--- config.mk ---
export PLATFORM = sky130hd
export DESIGN_NAME = spi_cnt_slave
export DESIGN_NICKNAME = d
export VERILOG_FILES = /design/src/rtl/spi_cnt_pkg.sv /design/src/rtl/spi_edge_sync.sv /design/src/rtl/spi_reg_bank.sv /design/src/rtl/spi_read_frame.sv /design/src/rtl/spi_cnt_slave.sv
export SDC_FILE = /design/constraint.sdc
export NUM_CORES = 1
export LEC_CHECK = 0
export BUFFER_PORTS_ARGS = -buffer_cell sky130_fd_sc_hd__buf_2
export CAP_MARGIN = 20
export CORE_AREA = 5 5 178 180
export CTS_BUF_LIST = sky130_fd_sc_hd__clkbuf_4 sky130_fd_sc_hd__clkbuf_8
export DETAILED_ROUTE_END_ITERATION = 10
export DIE_AREA = 0 0 183 185
export SYNTH_ARGS = -nofsm -noshare
export SYNTH_HDL_FRONTEND = slang
export SYNTH_SLANG_ARGS = --single-unit
--- constraint.sdc ---
create_clock -name clk_i -period 5.1 [get_ports clk_i]
set_input_delay 0.765 -clock clk_i [delete_from_list [all_inputs] [get_ports clk_i]]
set_output_delay 0.765 -clock clk_i [all_outputs]
set_load 0.005 [all_outputs]
--- src/rtl/spi_cnt_pkg.sv ---
package spi_cnt_pkg;
  localparam int CNT0_W  = 48;
  localparam int CNT1_W  = 24;
  localparam int CNT2_W  = 16;
  localparam int MEAS_W  = 24;
  localparam int STAT_W  = 2;
  localparam int FRAME_W = ((CNT0_W + STAT_W + 7) / 8) * 8;

  localparam logic [1:0] OP_WR = 2'b10;
  localparam logic [1:0] OP_RD = 2'b11;

  localparam logic [7:0] ADDR_CNT = 8'h08;
  localparam logic [7:0] ADDR_MA  = 8'h0A;
  localparam logic [7:0] ADDR_MB  = 8'h0C;
  localparam logic [7:0] ADDR_MC  = 8'h0E;

  typedef enum logic [2:0] {
    PH_CMD, PH_ADDR, PH_WR, PH_RD, PH_SKIP
  } phase_e;

  function automatic int unsigned cnt_len(input logic [2:0] cfg);
    case (cfg)
      3'b000:  return 24;
      3'b011:  return 16;
      3'b100,
      3'b110:  return 32;
      default: return 48;
    endcase
  endfunction
endpackage

--- src/rtl/spi_edge_sync.sv ---
module spi_edge_sync #(
  parameter logic RST_VAL = 1'b0,
  parameter int   STAGES  = 2
) (
  input  logic clk_i,
  input  logic rst_ni,
  input  logic d_i,
  output logic lvl_o,
  output logic rise_o,
  output logic fall_o
);
  logic [STAGES:0] pipe_q;

  always_ff @(posedge clk_i or negedge rst_ni) begin
    if (!rst_ni) pipe_q <= {(STAGES+1){RST_VAL}};
    else         pipe_q <= {pipe_q[STAGES-1:0], d_i};
  end

  assign lvl_o  = pipe_q[STAGES-1];
  assign rise_o =  pipe_q[STAGES-1] & ~pipe_q[STAGES];
  assign fall_o = ~pipe_q[STAGES-1] &  pipe_q[STAGES];
endmodule

--- src/rtl/spi_reg_bank.sv ---
module spi_reg_bank #(
  parameter int NREGS = 8,
  parameter int AW    = 8
) (
  input  logic          clk_i,
  input  logic          rst_ni,
  input  logic          we_i,
  input  logic [AW-1:0] waddr_i,
  input  logic [7:0]    wdata_i,
  input  logic [AW-1:0] raddr_i,
  output logic [7:0]    rdata_o,
  output logic          rhit_o,
  output logic [2:0]    cfg_o
);
  localparam int IW = (NREGS > 1) ? $clog2(NREGS) : 1;

  logic [7:0] regs_q [NREGS];
  logic       wsel;

  assign wsel   = we_i && (waddr_i < AW'(NREGS));
  assign rhit_o = raddr_i < AW'(NREGS);

  always_ff @(posedge clk_i or negedge rst_ni) begin
    if (!rst_ni) begin
      for (int i = 0; i < NREGS; i++) regs_q[i] <= '0;
    end else if (wsel) begin
      regs_q[waddr_i[IW-1:0]] <= wdata_i;
    end
  end

  assign rdata_o = rhit_o ? regs_q[raddr_i[IW-1:0]] : 8'h00;
  assign cfg_o   = regs_q[0][2:0];
endmodule

--- src/rtl/spi_read_frame.sv ---
module spi_read_frame
  import spi_cnt_pkg::*;
(
  input  logic [7:0]         addr_i,
  input  logic [2:0]         cfg_i,
  input  logic [CNT0_W-1:0]  cnt0_i,
  input  logic [CNT1_W-1:0]  cnt1_i,
  input  logic [CNT2_W-1:0]  cnt2_i,
  input  logic [MEAS_W-1:0]  meas_a_i,
  input  logic [MEAS_W-1:0]  meas_b_i,
  input  logic [MEAS_W-1:0]  meas_c_i,
  input  logic               err_ni,
  input  logic               warn_ni,
  input  logic [7:0]         reg_i,
  input  logic               reg_hit_i,
  output logic [FRAME_W-1:0] frame_o
);
  logic [CNT0_W-1:0]  cnt_data;
  logic [FRAME_W-1:0] cnt_frame;
  logic [MEAS_W-1:0]  meas_sel;
  int unsigned        stat_pos;

  // counter data left-aligned, highest counter first
  always_comb begin
    case (cfg_i)
      3'b000:  cnt_data = {cnt0_i[23:0], 24'h0};
      3'b001:  cnt_data = {cnt1_i[23:0], cnt0_i[23:0]};
      3'b010:  cnt_data = cnt0_i;
      3'b011:  cnt_data = {cnt0_i[15:0], 32'h0};
      3'b100:  cnt_data = {cnt0_i[31:0], 16'h0};
      3'b101:  cnt_data = {cnt1_i[15:0], cnt0_i[31:0]};
      3'b110:  cnt_data = {cnt1_i[15:0], cnt0_i[15:0], 16'h0};
      default: cnt_data = {cnt2_i, cnt1_i[15:0], cnt0_i[15:0]};
    endcase
    stat_pos  = FRAME_W - STAT_W - cnt_len(cfg_i);
    cnt_frame = {cnt_data, {(FRAME_W-CNT0_W){1'b0}}}
              | (FRAME_W'({err_ni, warn_ni}) << stat_pos);
  end

  always_comb begin
    case (addr_i)
      ADDR_MA: meas_sel = meas_a_i;
      ADDR_MB: meas_sel = meas_b_i;
      default: meas_sel = meas_c_i;
    endcase
  end

  always_comb begin
    if (addr_i == ADDR_CNT)
      frame_o = cnt_frame;
    else if (addr_i == ADDR_MA || addr_i == ADDR_MB || addr_i == ADDR_MC)
      frame_o = {meas_sel, err_ni, warn_ni, {(FRAME_W-MEAS_W-STAT_W){1'b0}}};
    else if (reg_hit_i)
      frame_o = {reg_i, {(FRAME_W-8){1'b0}}};
    else
      frame_o = '0;
  end
endmodule

--- src/rtl/spi_cnt_slave.sv ---
module spi_cnt_slave
  import spi_cnt_pkg::*;
#(
  parameter int NREGS = 8
) (
  input  logic              clk_i,
  input  logic              rst_ni,
  input  logic              sclk_i,
  input  logic              cs_ni,
  input  logic              mosi_i,
  output logic              miso_o,
  input  logic [CNT0_W-1:0] cnt0_i,
  input  logic [CNT1_W-1:0] cnt1_i,
  input  logic [CNT2_W-1:0] cnt2_i,
  input  logic [MEAS_W-1:0] meas_a_i,
  input  logic [MEAS_W-1:0] meas_b_i,
  input  logic [MEAS_W-1:0] meas_c_i,
  input  logic              err_ni,
  input  logic              warn_ni
);
  logic sclk_s, sclk_rise, sclk_fall;
  logic cs_high, cs_rise_unused, cs_fall_unused;
  logic mosi_s, mosi_rise_unused, mosi_fall_unused;

  spi_edge_sync #(.RST_VAL(1'b0)) u_sclk (
    .clk_i, .rst_ni, .d_i(sclk_i),
    .lvl_o(sclk_s), .rise_o(sclk_rise), .fall_o(sclk_fall));
  spi_edge_sync #(.RST_VAL(1'b1)) u_cs (
    .clk_i, .rst_ni, .d_i(cs_ni),
    .lvl_o(cs_high), .rise_o(cs_rise_unused), .fall_o(cs_fall_unused));
  spi_edge_sync #(.RST_VAL(1'b0)) u_mosi (
    .clk_i, .rst_ni, .d_i(mosi_i),
    .lvl_o(mosi_s), .rise_o(mosi_rise_unused), .fall_o(mosi_fall_unused));

  phase_e             phase_q;
  logic [2:0]         bit_cnt;
  logic [6:0]         sh_in;
  logic [1:0]         op_q;
  logic [7:0]         addr_q;
  logic [FRAME_W-1:0] shadow_q;
  logic               miso_q;
  logic [7:0]         byte_val;
  logic               byte_done;
  logic               reg_we;
  logic               phase_idle;
  logic [7:0]         reg_rd;
  logic               reg_hit;
  logic [2:0]         cfg;
  logic [FRAME_W-1:0] frame;

  assign byte_val   = {sh_in, mosi_s};
  assign byte_done  = !cs_high && sclk_rise && (bit_cnt == 3'd7);
  assign reg_we     = byte_done && (phase_q == PH_WR);
  assign phase_idle = (phase_q == PH_CMD);

  spi_reg_bank #(.NREGS(NREGS), .AW(8)) u_regs (
    .clk_i, .rst_ni,
    .we_i(reg_we), .waddr_i(addr_q), .wdata_i(byte_val),
    .raddr_i(byte_val), .rdata_o(reg_rd), .rhit_o(reg_hit), .cfg_o(cfg));

  spi_read_frame u_frame (
    .addr_i(byte_val), .cfg_i(cfg),
    .cnt0_i, .cnt1_i, .cnt2_i,
    .meas_a_i, .meas_b_i, .meas_c_i,
    .err_ni, .warn_ni,
    .reg_i(reg_rd), .reg_hit_i(reg_hit),
    .frame_o(frame));

  always_ff @(posedge clk_i or negedge rst_ni) begin
    if (!rst_ni) begin
      phase_q  <= PH_CMD;
      bit_cnt  <= '0;
      sh_in    <= '0;
      op_q     <= '0;
      addr_q   <= '0;
      shadow_q <= '0;
      miso_q   <= 1'b0;
    end else if (cs_high) begin
      phase_q  <= PH_CMD;
      bit_cnt  <= '0;
      sh_in    <= '0;
      shadow_q <= '0;
      miso_q   <= 1'b0;
    end else begin
      if (sclk_rise) begin
        sh_in   <= byte_val[6:0];
        bit_cnt <= bit_cnt + 3'd1;
      end
      if (byte_done) begin
        case (phase_q)
          PH_CMD: begin
            op_q    <= byte_val[7:6];
            phase_q <= (byte_val[7:6] == OP_WR || byte_val[7:6] == OP_RD)
                       ? PH_ADDR : PH_SKIP;
          end
          PH_ADDR: begin
            addr_q <= byte_val;
            if (op_q == OP_RD) begin
              phase_q  <= PH_RD;
              shadow_q <= frame;
            end else begin
              phase_q  <= PH_WR;
            end
          end
          PH_WR:   addr_q <= addr_q + 8'd1;
          default: ;
        endcase
      end
      if (sclk_fall && phase_q == PH_RD) begin
        miso_q   <= shadow_q[FRAME_W-1];
        shadow_q <= {shadow_q[FRAME_W-2:0], 1'b0};
      end
    end
  end

  assign miso_o = miso_q;
endmodule

==> results of run 1 <==
## power by group
part | total [W] | switching [W] | internal [W] | leakage (nW)
sequential | 0.00116 | 0.00000979 | 0.00115 | 2.00
clock | 0.000927 | 0.000496 | 0.000431 | 0.208
combinational | 0.000216 | 0.000128 | 0.0000884 | 2.18
## kinds of logic (layout without fill, tap and decap cells)
kind of cell	count (synthesis)	after routing	share of synthesized area [%]
fa+ha+maj	4	4	0.548
xor+xnor	1	1	0.0959
buf+inv	97	221	4.14
compound gates	289	289	20.5
flops	145	145	39.8
mux	156	156	20.7
simple gates	267	267	14.3
## layout by cell type, fill, tap and decap left out, types with 10 or more instances in the layout
cell type | netlist | layout
mux2_2 | 79 | 79
inv_1 | 10 | 10
mux4_2 | 18 | 18
a221oi_1 | 14 | 14
nor2b_1 | 12 | 12
o21ai_0 | 68 | 68
nor3_1 | 19 | 18
a22o_1 | 16 | 16
a21oi_1 | 77 | 77
buf_2 | 11 | 166
nand3_1 | 21 | 21
a22oi_1 | 26 | 26
o31ai_1 | 10 | 10
a211oi_1 | 15 | 15
nand2_1 | 89 | 89
o22ai_1 | 14 | 14
clkbuf_8 | 0 | 19
buf_4 | 0 | 11
nor2_1 | 74 | 73
mux2i_1 | 59 | 59
dfrtp_1 | 143 | 139
## state kept, by name, summed over array words and instances, names as in the netlist
signal	count
u_regs.regs_q	61
shadow_q	50
addr_q	8
sh_in	7
bit_cnt	3
phase_q	3
u_regs.cfg_o	3
u_sclk.pipe_q	3
op_q	2
u_cs.pipe_q	2
u_mosi.pipe_q	2
miso_o	1
## area by class of cell
cell class	instances	area, µm²
Sequential cell	145	3640
Timing Repair Buffer	178	925
Fill cell	3074	19400
Clock inverter	13	139
Clock buffer	19	262
Tap cell	396	495
Multi-Input combinational cell	717	5130
Inverter	11	41.3
## how the worst min path moves through the flow
stage | startpoint | to | slack [ns] | depth (start not counted)
after floorplan | u_mosi.pipe_q[0]$_DFF_PN0_ | u_mosi.pipe_q[1]$_DFF_PN0_ | 0.33 | 0
after global placement | u_mosi.pipe_q[0]$_DFF_PN0_ | u_mosi.pipe_q[1]$_DFF_PN0_ | 0.33 | 0
after detailed placement | u_mosi.pipe_q[0]$_DFF_PN0_ | u_mosi.pipe_q[1]$_DFF_PN0_ | 0.34 | 0
after CTS | u_mosi.pipe_q[0]$_DFF_PN0_ | u_mosi.pipe_q[1]$_DFF_PN0_ | 0.36 | 0
after global routing | u_cs.pipe_q[0]$_DFF_PN1_ | u_cs.pipe_q[1]$_DFF_PN1_ | 0.37 | 0
final | u_sclk.pipe_q[0]$_DFF_PN0_ | u_sclk.pipe_q[1]$_DFF_PN0_ | 0.35 | 0
## critical path, delay by kind of cell, from the launching register on
kind / cells / cell delay (ns)
flip-flops: 1 / 0.62
AO/OA/AOI/OAI: 1 / 0.41
AND/OR/NAND/NOR: 4 / 2.37
## stage by stage
stage	area, µm²	total power [W]	hold slack [ns]	instances
after CTS	10600	0.00233	0.359	1479
final	10600	0.00231	0.354	1479
after global routing	10600	0.00240	0.367	1479
after global placement	10200	0.00140	0.334	1447
after floorplan	9130	0.00126	0.331	959
after detailed placement	10200	0.00140	0.337	1447
## metal layers
layer,global-route usage [%],vias up,wire [µm]
li1,-,3832,-
met1,23.9,4028,13400
met2,28.1,369,14000
met3,3.53,36,2320
met4,4.65,0,697
met5,0,-,0
==> flow_summary.yaml, run 1 <==
status:
  outcome: "finished clean"
synthesis:
  yosys-top-cells-area: "dfrtp_1 (39%), mux2_2 (9.7%), mux2i_1 (6.5%)"
  ys_types: 66
  netlist_instances: 959
  synth_ff_type: "dfrtp_1"
  async_flop_share_pct: 100
  syn_avg_cell_area_um2: 9.52
  yosys.cell_count.top_type: "dfrtp_1"
  seq_area_frac_synth_pct: 39.8
  yosysTopAreaCellShare_pct: 39.2
  synth_area_um2: 9130
  yosys.area.top_type: "dfrtp_1"
  synth_edf_count: 0
  syn_nets: 1130
  yosys_warnings: 0
  synth_common_cells: "dfrtp_1 (143), nand2_1 (89), mux2_2 (79)"
  ys_ff_latch: 145
grt:
  first_global_vias: 7957
  track_usage_pct: 17.4
  antenna_found_initial: 0
  grt_pass1_wl_mm: 46.2
  gr-total-overflow: 0
  grt_max_degree: 101
clocking:
  cts_tree: "built"
  ctsHoldBuffers: 0
  cts_buffer_depth: 2
  numCtsBuffers: 17
  h-tree-depth: 4
  path_clk_slew_ns: 0.10
  clock_latency_ns: 0.46
  cts-root-buf: "clkbuf_8"
  cts_resized: 0
  cts_setup_buffers: 0
  cts_num_sinks: 145
setup_path:
  endpoint: "shadow_q[45]$_DFFE_PN0P_"
  path_class: "flop to flop"
  startpoint_type: "flop"
  reg2reg_setup_slack_ns: 1.62
  r2r_start: "u_cs.pipe_q[1]$_DFF_PN1_"
  cp.arrival_ns: 3.85
  crit_required_ns: 5.47
  rr_worst_depth: 5
  r2r-end: "shadow_q[45]$_DFFE_PN0P_"
  crit_path_cell_trace: "nand4bb_1, or4_1, nand2_1, nand2b_1, o31ai_1"
  slowest_delay_ns: 0.69
  end_kind: "flop"
  crit_fanout: 43
  crit_start: "u_cs.pipe_q[1]$_DFF_PN1_"
  critPathSlowestCell: "or4_1"
timing:
  max-slew-margin-rel_pct: 33.3
  finClkSkew_ns: 0.0244
  fin_crit_ns: 3.48
  worstMarginPinSlew_ns: 1.00
  layout_worst_path_cycle_share_pct: 68.2
  setup_viol: 0
  slew_viol_final: 0
  fin_ws_ns: 1.62
  final.setup.tns_ns: 0
  rsz0062_at_grt: "false"
  fmax_ghz: 0.287
  hold_viol_final: 0
floorplanning:
  ios: 168
  die_w_um: 183
  initial_core_util_pct: 30.4
  core_um2: 30000
  die_h_um: 185
  die_area_um2: 33900
  num_rows: 64
placement:
  place.gp.congestion: 0.886
  io_buffers: 167
  pre_cts_ws_ns: 1.67
  dp_hpwl_mm: 22.2
route:
  routed_wl_mm: 30.4
  routedWlPerCell_um: 20.6
  drt-vias-per-instance: 5.59
  drc: 0
  drt_iter0_drc: 708
  final_antenna_net_count: 0
  drtPass1Iterations: 6
  route.vias.total: 8265
layout:
  final_util_pct: 35.4
  syn2layout_area_growth_pct: 16.4
  nets: 1241
  drive_gt1_share_pct: 30.7
  diodes: 0
pwr:
  ir_worst_vdd_mv: 0.135
  power_density_nw_per_um2: 217
  power_leakage_nw: 4.39
run:
  maxCapViolCount: 0
min_path:
  hp-class: "flop to flop"
No activity file was read; power rests on OpenSTA's default activity.
==> inputs of run 2 (changes only) <==
--- a/config.mk
+++ b/config.mk
@@ -5,12 +5,13 @@
 export SDC_FILE = /design/constraint.sdc
 export NUM_CORES = 1
 export LEC_CHECK = 0
+export ABC_AREA = 1
 export BUFFER_PORTS_ARGS = -buffer_cell sky130_fd_sc_hd__buf_2
 export CAP_MARGIN = 20
-export CORE_AREA = 5 5 178 180
+export CORE_AREA = 5 5 179 181
 export CTS_BUF_LIST = sky130_fd_sc_hd__clkbuf_4 sky130_fd_sc_hd__clkbuf_8
 export DETAILED_ROUTE_END_ITERATION = 10
-export DIE_AREA = 0 0 183 185
+export DIE_AREA = 0 0 184 186
 export SYNTH_ARGS = -nofsm -noshare
 export SYNTH_HDL_FRONTEND = slang
 export SYNTH_SLANG_ARGS = --single-unit
==> constraint.sdc (replaced) <==
create_clock -name clk_i -period 3 [get_ports clk_i]
set_input_delay 0.45 -clock clk_i [delete_from_list [all_inputs] [get_ports clk_i]]
set_output_delay 0.45 -clock clk_i [all_outputs]
set_load 0.005 [all_outputs]
==> flow_summary.yaml, run 2 <==
timing:
  finClkSkew_ns: 0.0221
  hold_viol_final: 0
  final.setup.tns_ns: 0
  worstMarginPinSlew_ns: 0.754
  slew_viol_final: 0
  fin_crit_ns: 2.49
  setup_viol: 0
  rsz0062_at_grt: "false"
  max-slew-margin-rel_pct: 49.7
  layout_worst_path_cycle_share_pct: 83.0
  fmax_ghz: 0.401
pwr:
  power_density_nw_per_um2: 365
  power_leakage_nw: 5.74
  ir_worst_vdd_mv: 0.320
route:
  drt-vias-per-instance: 4.95
  drc: 0
  drtPass1Iterations: 5
  routed_wl_mm: 33.1
  routedWlPerCell_um: 16.6
  route.vias.total: 9895
  final_antenna_net_count: 0
  drt_iter0_drc: 841
grt:
  grt_max_degree: 74
  grt_pass1_wl_mm: 50.1
  first_global_vias: 9051
  antenna_found_initial: 0
  gr-total-overflow: 0
  track_usage_pct: 18.5
setup_path:
  crit_start: "sh_in[4]$_DFFE_PN0P_"
  r2r-end: "shadow_q[55]$_DFFE_PN0P_"
  crit_path_cell_trace: "inv_1, nand2_1, nor2_1, buf_4, nand3_1, nand2_1, inv_1, nand3_1, nand3_1, nand2_1"
  crit_fanout: 23
  reg2reg_setup_slack_ns: 0.51
  critPathBufInv: 3
  path_class: "flop to flop"
  slowest_delay_ns: 0.40
  critPathTopFamily: "simple AND/OR/NAND/NOR gates"
  startpoint_type: "flop"
  crit_required_ns: 3.39
  critPathSlowestCell: "dfrtp_1"
  end_kind: "flop"
  rr_worst_depth: 10
  cp.arrival_ns: 2.88
  r2r_start: "sh_in[4]$_DFFE_PN0P_"
floorplanning:
  die_h_um: 186
  num_rows: 64
  die_w_um: 184
  core_um2: 30300
  die_area_um2: 34200
  initial_core_util_pct: 30.4
  ios: 168
synthesis:
  synth_common_cells: "nand2_1 (507), nor2_1 (189), o21ai_0 (156)"
  synthMuxAreaShare_pct: 0
  synth-simple-area-share_pct: 37.2
  syn_avg_cell_area_um2: 6.38
  syn_nets: 1611
  synth_ff_type: "dfrtp_1"
  yosys.cell_count.top_type: "nand2_1"
  yosys_warnings: 0
  synth_fa_ha_area_share_pct: 0.545
  ys_ff_latch: 145
  synthXorXnorAreaFrac_pct: 0.191
  netlist_instances: 1440
  seq_area_frac_synth_pct: 39.5
  async_flop_share_pct: 100
  synth_area_um2: 9190
  synth_top_family_by_area: "simple AND/OR/NAND/NOR gates"
  ys_types: 32
  yosysTopAreaCellShare_pct: 38.9
  yosys.area.top_type: "dfrtp_1"
  yosys-top-cells-area: "dfrtp_1 (39%), nand2_1 (21%), o21ai_0 (8.5%)"
  synth_compound_area_share_pct: 14.2
  synth_edf_count: 0
clocking:
  h-tree-depth: 4
  cts_num_sinks: 145
  ctsHoldBuffers: 1
  numCtsBuffers: 17
  cts_resized: 0
  cts_buffer_depth: 2
  clock_latency_ns: 0.47
  path_clk_slew_ns: 0.10
  cts_tree: "built"
  cts-root-buf: "clkbuf_8"
  cts_setup_buffers: 0
min_path:
  whs_path_depth: 1
  hold_path_end: "u_cs.pipe_q[0]$_DFF_PN1_"
  hp-class: "primary input to flop"
  holdCritStartpoint: "cs_ni"
placement:
  dp_hpwl_mm: 24.8
  place_area_um2: 10500
  place.gp.congestion: 0.977
  dp.cells: 1965
  io_buffers: 167
layout:
  diodes: 0
  top_regs: "u_regs.regs_q: 61 flops, shadow_q: 50 flops, addr_q: 8 flops"
  nets: 1760
  largest_register_ffs: 61
  fin_area_um2: 10900
  most-common-layout-cells: "nand2_1 (507), nor2_1 (189), buf_2 (166), o21ai_0 (156), dfrtp_1 (143)"
  multi_input_area_um2: 4790
  final_util_pct: 36.1
  syn2layout_area_growth_pct: 19.0
  regArea_um2: 3630
  final_common_cell: "nand2_1"
  n_fill_cell: 3325
  regMostFlops: "u_regs.regs_q"
  layout.cells.non_filler: 1998
  drive_gt1_share_pct: 15.0
run:
  maxCapViolCount: 0
status:
  outcome: "finished clean"
## run 2: cell count changes after synthesis, moves of 42 or more
cell | previous run | this run
a21oi_1 | 77 | 35
inv_1 | 10 | 123
mux2_2 | 79 | 0
mux2i_1 | 59 | 0
nand2_1 | 89 | 507
nand3_1 | 21 | 127
nor2_1 | 74 | 189
o21ai_0 | 68 | 156
## run 2: logic make-up after synthesis
group	Yosys count
compound gates	239
fa+ha+maj	4
buf+inv	201
xor+xnor	2
flops	145
simple gates	849
## run 2: routing by layer
layer | vias up | routed length (µm) | global-route usage (%)
met5 | - | 0 | 0
met4 | 0 | 828 | 5.62
met3 | 43 | 2320 | 3.30
met2 | 356 | 15400 | 30.2
met1 | 4595 | 14500 | 25.3
li1 | 4901 | - | -
## run 2: worst reg2reg max path, stage by stage, from the launching register on
cell and delay, ns:
dfrtp_1 0.40, inv_1 0.25, nand2_1 0.11, nor2_1 0.20, buf_4 0.26, nand3_1 0.29, nand2_1 0.20, inv_1 0.35
nand3_1 0.22, nand3_1 0.08, nand2_1 0.06
## run 2: metrics by stage
step	hold WS [ns]	power (W)	setup WS, ns
floorplan	0.154	0.00216	0.694
global placement	0.335	0.00242	0.615
detailed placement	0.337	0.00242	0.540
CTS	0.0456	0.00404	0.506
global route	0.0363	0.00416	0.219
finish	0.0748	0.00400	0.509
## run 2: final cells by class
cell class,count,share of cell area [%]
repair buffers,203,10.3
flip-flops and latches,145,33.2
multi-input cells,1094,43.7
inverters,128,4.39
well taps,396,4.53
clock inverters,15,1.72
clock buffers,17,2.14
## run 2: worst max-delay path by stage
stage          cells past startpoint  slack, ns                  endpoint
2_1_floorplan                      9       0.69   shadow_q[7]$_DFFE_PN0P_
3_3_place_gp                      10       0.61  shadow_q[55]$_DFFE_PN0P_
3_5_place_dp                      10       0.54  shadow_q[55]$_DFFE_PN0P_
4_1_cts                           10       0.51  shadow_q[55]$_DFFE_PN0P_
5_1_grt                           10       0.22  shadow_q[55]$_DFFE_PN0P_
6_report                          10       0.51  shadow_q[55]$_DFFE_PN0P_
## run 2: report_power, final
group | leakage, nW | internal [W] | switching [W]
clock network | 0.207 | 0.000645 | 0.000968
registers | 2.00 | 0.00197 | 0.00000898
logic | 3.53 | 0.000148 | 0.000258
total | 5.74 | 0.00276 | 0.00123
